`src/rtl/scramble_bank_ctl.sv`:
```
module scramble_bank_ctl #(
  parameter int ROM_BANKS = 32,
  parameter int BANK_SZ   = 16384,
  parameter int RAM_AW    = 13
) (
  input  logic              clk,
  input  logic              rst_n,
  input  logic [15:0]       cpu_addr,
  input  logic [7:0]        cpu_wdata,
  input  logic              cpu_rd,
  input  logic              cpu_wr,
  output logic [7:0]        cpu_rdata,
  output logic [$clog2(ROM_BANKS*BANK_SZ)-1:0] rom_addr,
  input  logic [7:0]        rom_rdata,
  input  logic              ram_present,
  output logic [RAM_AW-1:0] ram_addr,
  output logic [7:0]        ram_wdata,
  output logic              ram_we,
  input  logic [7:0]        ram_rdata
);
  localparam int BANK_W = $clog2(ROM_BANKS);
  localparam int OFS_W  = $clog2(BANK_SZ);

  logic [BANK_W-1:0] bank_q;
  logic              mode_q;
  logic [7:0]        looked, remapped;

  wire in_rom_lo = cpu_addr[15:14] == 2'b00;
  wire in_rom_hi = cpu_addr[15:14] == 2'b01;
  wire in_ram    = cpu_addr[15:13] == 3'b101;
  wire wr_bank   = cpu_wr && cpu_addr[15:12] == 4'h2;
  wire wr_mode   = cpu_wr && cpu_addr[15:12] == 4'h5;

  always_comb begin
    case (cpu_wdata[4:0])
      5'd0:  looked = 8'h00;  5'd1:  looked = 8'h04;
      5'd2:  looked = 8'h01;  5'd3:  looked = 8'h05;
      5'd4:  looked = 8'h02;  5'd5:  looked = 8'h06;
      5'd6:  looked = 8'h03;  5'd7:  looked = 8'h05;
      5'd8:  looked = 8'h08;  5'd9:  looked = 8'h0C;
      5'd10: looked = 8'h03;  5'd11: looked = 8'h0D;
      5'd12: looked = 8'h03;  5'd13: looked = 8'h0B;
      5'd14: looked = 8'h0B;  5'd15: looked = 8'h08;
      5'd16: looked = 8'h05;  5'd17: looked = 8'h06;
      5'd18: looked = 8'h0B;  5'd19: looked = 8'h0D;
      5'd20: looked = 8'h08;  5'd21: looked = 8'h06;
      5'd22: looked = 8'h13;  5'd23: looked = 8'h0B;
      5'd24: looked = 8'h08;  5'd25: looked = 8'h05;
      5'd26: looked = 8'h05;  5'd27: looked = 8'h08;
      5'd28: looked = 8'h0B;  5'd29: looked = 8'h0D;
      5'd30: looked = 8'h06;  default: looked = 8'h05;
    endcase
  end

  always_comb begin
    remapped = looked;
    if (mode_q) begin
      case (looked)
        8'h02: remapped = 8'h04;
        8'h03: remapped = 8'h06;
        8'h04: remapped = 8'h02;
        8'h05: remapped = 8'h03;
        8'h06: remapped = 8'h05;
        8'h0B: remapped = 8'h0D;
        8'h0C: remapped = 8'h0B;
        8'h0D: remapped = 8'h0C;
        default: remapped = looked;
      endcase
    end
  end

  always_ff @(posedge clk) begin
    if (!rst_n) begin
      bank_q <= BANK_W'(1);
      mode_q <= 1'b0;
    end else begin
      if (wr_bank) bank_q <= remapped[BANK_W-1:0];
      if (wr_mode) mode_q <= cpu_wdata[5];
    end
  end

  assign rom_addr  = {(in_rom_hi ? bank_q : BANK_W'(0)), cpu_addr[OFS_W-1:0]};
  assign ram_addr  = cpu_addr[RAM_AW-1:0];
  assign ram_wdata = cpu_wdata;
  assign ram_we    = cpu_wr && in_ram && ram_present;
  assign cpu_rdata = !cpu_rd                  ? 8'hFF :
                     (in_rom_lo || in_rom_hi) ? rom_rdata :
                     (in_ram && ram_present)  ? ram_rdata : 8'hFF;

  AST_LOW_BANK_ZERO: assert property (@(posedge clk) disable iff (!rst_n)
    in_rom_lo |-> rom_addr[OFS_W +: BANK_W] == '0);
  AST_MODE_KEEPS_BANK: assert property (@(posedge clk) disable iff (!rst_n)
    (wr_mode && !wr_bank) |=> $stable(bank_q));
  AST_IGNORED_WRITE: assert property (@(posedge clk) disable iff (!rst_n)
    (cpu_wr && cpu_addr[15] == 1'b0 && !wr_bank && !wr_mode) |=> ($stable(bank_q) && $stable(mode_q)));
  AST_NO_RAM_FF: assert property (@(posedge clk) disable iff (!rst_n)
    (in_ram && !ram_present && cpu_rd) |-> (cpu_rdata == 8'hFF && !ram_we));
  AST_IDLE_READ_FF: assert property (@(posedge clk) disable iff (!rst_n)
    !cpu_rd |-> cpu_rdata == 8'hFF);
endmodule

```
`config.mk`:
```
export PLATFORM = sky130hd
export DESIGN_NAME = scramble_bank_ctl
export DESIGN_NICKNAME = d
export VERILOG_FILES = /design/src/rtl/scramble_bank_ctl.sv
export SDC_FILE = /design/constraint.sdc
export NUM_CORES = 1
export LEC_CHECK = 0
export BUFFER_PORTS_ARGS = -buffer_cell sky130_fd_sc_hd__buf_4
export CAP_MARGIN = 20
export CORE_MARGIN = 5
export CORE_UTILIZATION = 37
export DETAILED_ROUTE_END_ITERATION = 12
export HOLD_SLACK_MARGIN = 0.15
export PLACE_DENSITY_LB_ADDON = 0.12
export SLEW_MARGIN = 40
export SYNTH_ARGS = -nofsm -noshare
export SYNTH_HDL_FRONTEND = slang
export SYNTH_SLANG_ARGS = --single-unit
```
`constraint.sdc`:
```
create_clock -name clk -period 2.05 [get_ports clk]
set_input_delay 0.205 -clock clk [delete_from_list [all_inputs] [get_ports clk]]
set_output_delay 0.205 -clock clk [all_outputs]
set_load 0.005 [all_outputs]
```
==> results.sh, run 1 <==
export IMPL_synth_compound_area_share_pct=25.7
export IMPL_numCtsBuffers=3
export IMPL_dr_pass1_iters=4
export IMPL_final_cell_mix="buf_4 (86), nand2_1 (16), nor2b_1 (12)"
export IMPL_h_tree_depth=1
export IMPL_rows=21
export IMPL_numClockSinks=6
export IMPL_slew_headroom_pct=72.2
export IMPL_peakVddDrop_mv=0.106
export IMPL_cp_start_kind="input pin"
export IMPL_yosys_warnings=0
export IMPL_synth_mux_area_share_pct=4.94
export IMPL_clock_fmax_mhz=475
export IMPL_outcome="complete, but fails checks"
export IMPL_worst_slack_ps=-56.0
export IMPL_critPathArrivalTime_ps=2220
export IMPL_slew_viol_final=0
export IMPL_vias=1338
export IMPL_grt_pass1_wl_um=6030
export IMPL_slowest_delay_ps=370
export IMPL_finalSetupViolations=3
export IMPL_nets=281
export IMPL_port_buffers=53
export IMPL_path_buf_inv=2
export IMPL_clock_latency_ps=240
export IMPL_cp_required_ps=2160
export IMPL_cts_max_path_buffers=2
export IMPL_finalHoldViolCount=0
export IMPL_synthTopCellsByArea="buf_4 (20%), dfxtp_1 (9.3%), ha_1 (7.8%)"
export IMPL_syn_to_final_growth_pct=39.0
export IMPL_grt_max_degree=14
export IMPL_min_period_ps=2110
export IMPL_dp_hpwl_um=3060
export IMPL_cap_violations=0
export IMPL_final_core_util_pct=53.3
export IMPL_clkTransAtPathRegs_ps=40
export IMPL_avgSynthCellArea_um2=7.30
export IMPL_diodes=0
export IMPL_critical_path_endpoint_type="register"
export IMPL_syn_inst=177
export IMPL_placed_cells=263
export IMPL_finalNonFillerCells=272
export IMPL_antenna_left=0
export IMPL_routabilityCongestion=0.800
export IMPL_antenna_found_initial=0
export IMPL_hold_buffers=0
export IMPL_ys_seq_area_share_pct=9.30
export IMPL_rr_startpoint="mode_q"
export IMPL_crit_family="compound AO/OA/AOI/OAI gates"
export IMPL_synth_top_family_by_area="buffers and inverters"
export IMPL_yosys_area_top_type_share_pct=20.3
export IMPL_hold_path_class="in2reg"
export IMPL_synth_top_area_cell="buf_4"
export IMPL_crit_start="cpu_wdata[1]"
export IMPL_synth_nets=230
export IMPL_skew_ps=2.00
export IMPL_die_h_um=69.1
export IMPL_synthDistinctLibCells=47
export IMPL_ios=94
export IMPL_cpMostUsedCell="a311o_1"
export IMPL_cp_max_fo=5
export IMPL_viasPerCell=4.92
export IMPL_violations="setup timing"
export IMPL_initialDrtViolationCount=37
export IMPL_synthFlopType="dfxtp_1"
export IMPL_design_core_area_um2=3360
export IMPL_p_leak_nw=0.829
export IMPL_worst_pin_slew_ps=415
export IMPL_die_w_um=69.1
export IMPL_ys_ff_latch=6
export IMPL_drt_wl_total_um=3790
export IMPL_finalCritPeriodShare_pct=103
export IMPL_synthXorXnorAreaFrac_pct=0
export IMPL_final_common_cell="buf_4"
export IMPL_crit_slowest_cell="a311o_1"
export IMPL_cts_tree="yes"
export IMPL_synthAdderAreaFrac_pct=7.75
export IMPL_drive_above_1_share_pct=49.1
export IMPL_initial_core_util_pct=38.4
export IMPL_synth_simple_area_share_pct=24.6
export IMPL_hp_start="rst_n"
export IMPL_p_per_area_nw_per_um2=318
export IMPL_crit_chain="buf_8 -> clkinvlp_4 -> ha_4 -> o21a_1 -> a311o_1 -> a311o_1 -> a21oi_2 -> o21a_2 -> nor3b_2 -> o221ai_1"
export IMPL_drc=0
export IMPL_cts_root_buffer="clkbuf_4"
export IMPL_synth_area_um2=1290
export IMPL_grt_total_usage_pct=14.5
export IMPL_rsz0062_at_grt="yes"
export IMPL_crit_type="in2reg"
export IMPL_synth_edf_count=0
export IMPL_routedWlPerCell_um=13.9
export IMPL_grt_remaining_overflow=0
export IMPL_grt_pass1_vias=1289
export IMPL_synthArstFlopShare_pct=0
export IMPL_dieArea_um2=4770
==> routing by layer <==
| metal | GRT usage, % | wire length (µm) |
|---|---|---|
| met5 | 0 | 0 |
| met4 | 4.34 | 47 |
| met3 | 3.20 | 246 |
| met2 | 27.0 | 2040 |
| met1 | 16.1 | 1460 |
==> Yosys cell counts (3+ instances only) <==
master,count
inv_1,11
buf_4,35
o22ai_1,9
nor2_1,4
nand3_1,6
nor2b_1,12
ha_1,8
and2_1,7
mux2i_1,3
a21oi_1,8
o21ai_0,8
nand2_1,16
dfxtp_1,6
==> cell type report <==
| class | count | area, µm² |
|---|---|---|
| Fill cell | 357 | 1570 |
| Tap cell | 46 | 57.6 |
| Sequential cell | 6 | 120 |
| Timing Repair Buffer | 88 | 672 |
| Multi-Input combinational cell | 118 | 873 |
| Inverter | 11 | 48.8 |
| Clock buffer | 3 | 22.5 |
==> worst paths after layout <==
kind	end	slack [ps]	depth (start not counted)
worst max-delay path	bank_q[0]	-60	10
worst min-delay path	bank_q[0]	200	2
worst max register to register	bank_q[1]	1070	3
worst min register to register	bank_q[1]	460	2
==> report_power, final <==
part / internal [mW] / switching [mW] / leakage, nW
logic: 0.193 / 0.153 / 0.767
clock network: 0.0659 / 0.0386 / 0.0138
registers: 0.119 / 0.000771 / 0.0485
total: 0.378 / 0.192 / 0.829
==> state kept, by name (all words and copies together) (netlist names) <==
name and flops:
bank_q 5, mode_q 1
==> repair_timing <==
action                                  in CTS  in global routing
pin swaps                                    6                  6
setup buffers                                4                  2
resized for setup                            3                  6
hold endpoints to repair                     0                  0
endpoints found under the setup margin       3                  3
==> logic make-up (layout without fill, tap and decap cells) <==
logic type / after synthesis / after routing
DFF: 6 / 6
and+or+nand+nor: 57 / 57
muxes: 5 / 5
adders and majority gates: 8 / 8
AOI/OAI and AO/OA: 48 / 48
buffers and inverters: 53 / 102
==> through the flow <==
stage	worst slack, ps	hold WS [ps]	total power, mW	cell area (µm²)	setup TNS [ps]
after floorplan	-8.95	284	0.329	1330	-13.5
after global placement	-305	410	0.431	1680	-886
after detailed placement	-345	410	0.434	1680	-977
after CTS	-41.0	187	0.555	1750	-87.5
after global routing	-142	201	0.611	1790	-406
final	-56.0	198	0.570	1790	-99.7
==> worst register-to-register path, delay by kind of cell (launching register included) <==
kind            cells  cell delay [ps]
compound gates      2              430
flops               1              370
simple gates        1               60
No activity file was read; power rests on OpenSTA's default activity.
==> run 2, diff against run 1 <==
Settings changed: CORE_ASPECT_RATIO set to 1.1.
==> results.sh, run 2 (synthesized netlist as in run 1, its figures left out) <==
export IMPL_outcome="complete, but fails checks"
export IMPL_violations="setup timing"
export IMPL_finalInstanceArea_um2=1750
export IMPL_numClockSinks=6
export IMPL_drc=0
export IMPL_antenna_found_initial=0
export IMPL_nFillCells=343
export IMPL_skew_ps=2.79
export IMPL_die_h_um=72.0
export IMPL_cap_violations=0
export IMPL_initialDrtViolationCount=41
export IMPL_numCtsBuffers=3
export IMPL_crit_slowest_cell="mux4_2"
export IMPL_clkTransAtPathRegs_ps=40
export IMPL_crit_type="in2reg"
export IMPL_finalHoldViolCount=0
export IMPL_grt_pass1_wl_um=5890
export IMPL_largest_reg_flops=5
export IMPL_critical_path_endpoint_type="register"
export IMPL_drive_above_1_share_pct=46.6
export IMPL_design_core_area_um2=3360
export IMPL_cts_root_buffer="clkbuf_4"
export IMPL_grt_remaining_overflow=0
export IMPL_finalCritPeriodShare_pct=102
export IMPL_dp_hpwl_um=3050
export IMPL_placed_area_um2=1680
export IMPL_slew_headroom_pct=72.0
export IMPL_h_tree_depth=1
export IMPL_p_int_mw=0.370
export IMPL_hold_buffers=0
export IMPL_seqPwrFrac_pct=21.6
export IMPL_routabilityCongestion=0.871
export IMPL_syn_to_final_growth_pct=35.2
export IMPL_p_per_area_nw_per_um2=317
export IMPL_final_cell_mix="buf_4 (80), nand2_1 (16), nor2b_1 (12)"
export IMPL_clock_latency_ps=240
export IMPL_routedWlPerCell_um=13.4
export IMPL_ff2ff_setup_slack_ps=1080
export IMPL_hold_path_class="in2reg"
export IMPL_cp_start_kind="input pin"
export IMPL_dieArea_um2=4770
export IMPL_critPathArrivalTime_ps=2250
export IMPL_drt_wl_total_um=3620
export IMPL_p_sw_share_pct=33.3
export IMPL_crit_chain="buf_8 -> clkinvlp_4 -> ha_4 -> inv_2 -> mux4_2 -> a211oi_2 -> buf_4 -> buf_4 -> a31oi_1 -> a31oi_1 -> nor3b_4 -> o221ai_1"
export IMPL_regMostFlops="bank_q"
export IMPL_reg_top3="bank_q x5, mode_q x1"
export IMPL_worst_pin_slew_ps=418
export IMPL_vias=1361
export IMPL_switching_power_mw=0.184
export IMPL_slew_viol_final=0
export IMPL_worst_slack_ps=-33.1
export IMPL_combPwrFrac_pct=59.1
export IMPL_rsz0062_at_grt="yes"
export IMPL_die_w_um=66.3
export IMPL_placed_cells=263
export IMPL_grt_max_degree=15
export IMPL_tns_ps=-45.4
export IMPL_final_core_util_pct=52.0
export IMPL_p_leak_nw=0.792
export IMPL_cts_tree="yes"
export IMPL_final_common_cell="buf_4"
export IMPL_viasPerCell=5.06
export IMPL_cp_max_fo=5
export IMPL_diodes=0
export IMPL_hold_ws_ps=191
export IMPL_peakVddDrop_mv=0.110
export IMPL_rows=22
export IMPL_clock_fmax_mhz=480
export IMPL_port_buffers=53
export IMPL_grt_total_usage_pct=14.9
export IMPL_min_period_ps=2080
export IMPL_grt_pass1_vias=1369
export IMPL_p_clk_share_pct=19.3
export IMPL_initial_core_util_pct=38.5
export IMPL_nets=276
export IMPL_dr_pass1_iters=4
export IMPL_slowest_delay_ps=490
export IMPL_finalNonFillerCells=269
export IMPL_ios=94
export IMPL_antenna_left=0
export IMPL_cp_required_ps=2220
export IMPL_cts_max_path_buffers=2
export IMPL_finalSetupViolations=3
run 2: stage by stage:
| step | setup WS [ps] | total power [mW] |
|---|---|---|
| 4_1_cts | 3.72 | 0.555 |
| 2_1_floorplan | -8.95 | 0.329 |
| 5_1_grt | -207 | 0.597 |
| 6_report | -33.1 | 0.554 |
| 3_3_place_gp | -210 | 0.431 |
| 3_5_place_dp | -273 | 0.435 |
run 2: power groups by stage:
stage          sequential (mW)  combinational (mW)  clock, mW
2_1_floorplan            0.121               0.208          0
3_3_place_gp             0.122               0.310          0
3_5_place_dp             0.122               0.313          0
4_1_cts                  0.119               0.323      0.113
5_1_grt                  0.120               0.362      0.116
6_report                 0.120               0.327      0.107
run 2: final timing paths:
check | cells after the start | end | from
setup / recovery | 12 | bank_q[0] | cpu_wdata[1]
hold / removal | 2 | bank_q[0] | rst_n
setup reg to reg | 3 | bank_q[1] | mode_q
hold reg to reg | 2 | bank_q[1] | bank_q[1]
run 2: cell type report:
type / instances / area, µm² / area share (%)
sequential: 6 / 120 / 6.88
tap: 48 / 60.1 / 3.44
clock buffer: 3 / 22.5 / 1.29
inverter: 11 / 48.8 / 2.80
timing repair buffer: 83 / 647 / 37.1
multi-input combinational: 118 / 847 / 48.5
run 2: routing by layer:
metal / GRT usage, % / up-vias / wire [µm]
met5: 0 / - / 0
met4: 4.51 / 0 / 47
met3: 2.32 / 5 / 213
met2: 28.7 / 54 / 1990
met1: 16.2 / 623 / 1370
li1: - / 679 / -
run 2: repair_timing:
item,CTS,global route
endpoints found under the setup margin,3,3
pin swaps,1,0
buffers inserted,2,1
resized for setup,2,2
run 2: critical path, delay by kind of cell:
kind                     cells  cell delay (ps)
AO/OA/AOI/OAI                4              690
multiplexers                 1              490
buffers and inverters        5              470
adder cells (fa/ha/maj)      1              320
AND/OR/NAND/NOR              1               70
==> run 3, diff against run 2 <==
Settings changed: PLACE_DENSITY set to 0.82, PLACE_DENSITY_LB_ADDON 0.12 to unset.
==> results.sh, run 3 (synthesized netlist as in run 1, its figures left out) <==
export IMPL_reg_top3="bank_q x5, mode_q x1"
export IMPL_outcome="complete, but fails checks"
export IMPL_numCtsBuffers=3
export IMPL_whs_path_depth=2
export IMPL_p_sw_share_pct=32.9
export IMPL_ios=94
export IMPL_drive_above_1_share_pct=49.6
export IMPL_p_per_area_nw_per_um2=312
export IMPL_clkTransAtPathRegs_ps=40
export IMPL_cp_start_kind="input pin"
export IMPL_clock_fmax_mhz=471
export IMPL_cts_max_path_buffers=2
export IMPL_initial_core_util_pct=38.5
export IMPL_cp_required_ps=2160
export IMPL_h_tree_depth=1
export IMPL_combPwrFrac_pct=59.7
export IMPL_final_cell_mix="buf_4 (86), nand2_1 (16), nor2b_1 (11)"
export IMPL_clock_latency_ps=240
export IMPL_p_clk_share_pct=18.8
export IMPL_r2r_end="bank_q[0]"
export IMPL_syn_to_final_growth_pct=38.0
export IMPL_hp_start="rst_n"
export IMPL_port_buffers=53
export IMPL_seqPwrFrac_pct=21.5
export IMPL_worst_slack_ps=-71.0
export IMPL_antenna_left=0
export IMPL_drc=0
export IMPL_min_period_ps=2120
export IMPL_dr_pass1_iters=4
export IMPL_rsz0062_at_grt="yes"
export IMPL_finalSetupViolations=3
export IMPL_grt_pass1_vias=1313
export IMPL_p_leak_nw=0.810
export IMPL_finalCritPeriodShare_pct=103
export IMPL_cap_violations=0
export IMPL_vias=1364
export IMPL_routabilityCongestion=0.921
export IMPL_design_core_area_um2=3360
export IMPL_multiInputGateArea_um2=858
export IMPL_regMostFlops="bank_q"
export IMPL_finalHoldViolCount=0
export IMPL_post_place_ws_ps=-288
export IMPL_numClockSinks=6
export IMPL_switching_power_mw=0.183
export IMPL_slew_viol_final=0
export IMPL_cts_tree="yes"
export IMPL_worst_pin_slew_ps=325
export IMPL_peakVddDrop_mv=0.140
export IMPL_dp_hpwl_um=2910
export IMPL_grt_remaining_overflow=0
export IMPL_final_common_cell="buf_4"
export IMPL_critPathArrivalTime_ps=2230
export IMPL_ff2ff_setup_slack_ps=1070
export IMPL_drt_wl_total_um=3500
export IMPL_dieArea_um2=4770
export IMPL_antenna_found_initial=0
export IMPL_viasPerCell=4.98
export IMPL_rr_worst_depth=3
export IMPL_cts_root_buffer="clkbuf_4"
export IMPL_largest_reg_flops=5
export IMPL_grt_max_degree=14
export IMPL_nets=281
export IMPL_die_w_um=66.3
export IMPL_slew_headroom_pct=78.3
export IMPL_nFillCells=340
export IMPL_grt_pass1_wl_um=5530
export IMPL_diodes=0
export IMPL_power_mw=0.556
export IMPL_crit_type="in2reg"
export IMPL_violations="setup timing"
export IMPL_hold_path_class="in2reg"
export IMPL_initialDrtViolationCount=25
export IMPL_grt_total_usage_pct=14.2
export IMPL_hold_buffers=0
export IMPL_cp_max_fo=5
export IMPL_seq_area_um2=120
export IMPL_routedWlPerCell_um=12.8
export IMPL_die_h_um=72.0
export IMPL_critical_path_endpoint_type="register"
export IMPL_rr_startpoint="mode_q"
export IMPL_p_int_mw=0.373
export IMPL_skew_ps=0.813
export IMPL_rows=22
export IMPL_holdPathEnd="bank_q[0]"
[run 3: layout make-up]
class                      count  area share [%]
tap                           48            3.37
inverter                      11            2.74
sequential                     6            6.74
multi-input combinational    118            48.2
timing repair buffer          88            37.7
clock buffer                   3            1.26
[run 3: worst max-delay path: stages]
cell and delay (ps):
buf_8 80, clkinvlp_4 140, ha_4 290, o21a_1 200
a311o_1 320, a311o_1 330, a21oi_2 190, o21a_2 190
nor3b_4 170, o221ai_1 130
[run 3: per-layer routing]
metal | global-route usage, % | vias up | routed length [µm]
met5 | 0 | - | 0
met4 | 5.64 | 0 | 51
met3 | 3.87 | 6 | 415
met2 | 27.1 | 55 | 1820
met1 | 14.1 | 613 | 1210
li1 | - | 690 | -
[run 3: how the worst max path moves through the flow]
stage	cells after the start	start	end	slack (ps)
floorplan	10	cpu_wdata[0]	bank_q[0]	-9
global placement	12	cpu_wdata[0]	bank_q[2]	-240
detailed placement	12	cpu_wdata[0]	bank_q[2]	-290
CTS	12	cpu_wdata[0]	bank_q[0]	-20
global route	12	cpu_wdata[0]	bank_q[2]	-160
finish	10	cpu_wdata[0]	bank_q[0]	-70
[run 3: power by group through the flow]
stage          combinational, mW  sequential (mW)  clock, mW
5_1_grt                    0.365            0.119      0.114
3_5_place_dp               0.306            0.122          0
6_report                   0.332            0.120      0.104
3_3_place_gp               0.301            0.121          0
4_1_cts                    0.325            0.119      0.111
2_1_floorplan              0.208            0.121          0
[run 3: stage by stage]
step / utilization (%) / instances / TNS (ps) / instance area (µm²) / hold slack, ps
5_1_grt: 53.1 / 274 / -443 / 1780 / 197
6_report: 53.1 / 274 / -127 / 1780 / 204
3_5_place_dp: 49.5 / 262 / -830 / 1660 / 410
3_3_place_gp: 49.5 / 262 / -692 / 1660 / 410
2_1_floorplan: - / 177 / -13.5 / 1330 / 284
4_1_cts: 52.2 / 272 / -32.8 / 1750 / 192
[run 3: what timing repair did]
action / 4_1_cts / 5_1_grt
setup endpoints to repair: 3 / 3
setup buffers: 7 / 2
gates resized for setup: 6 / 3
pin swaps: 6 / 3
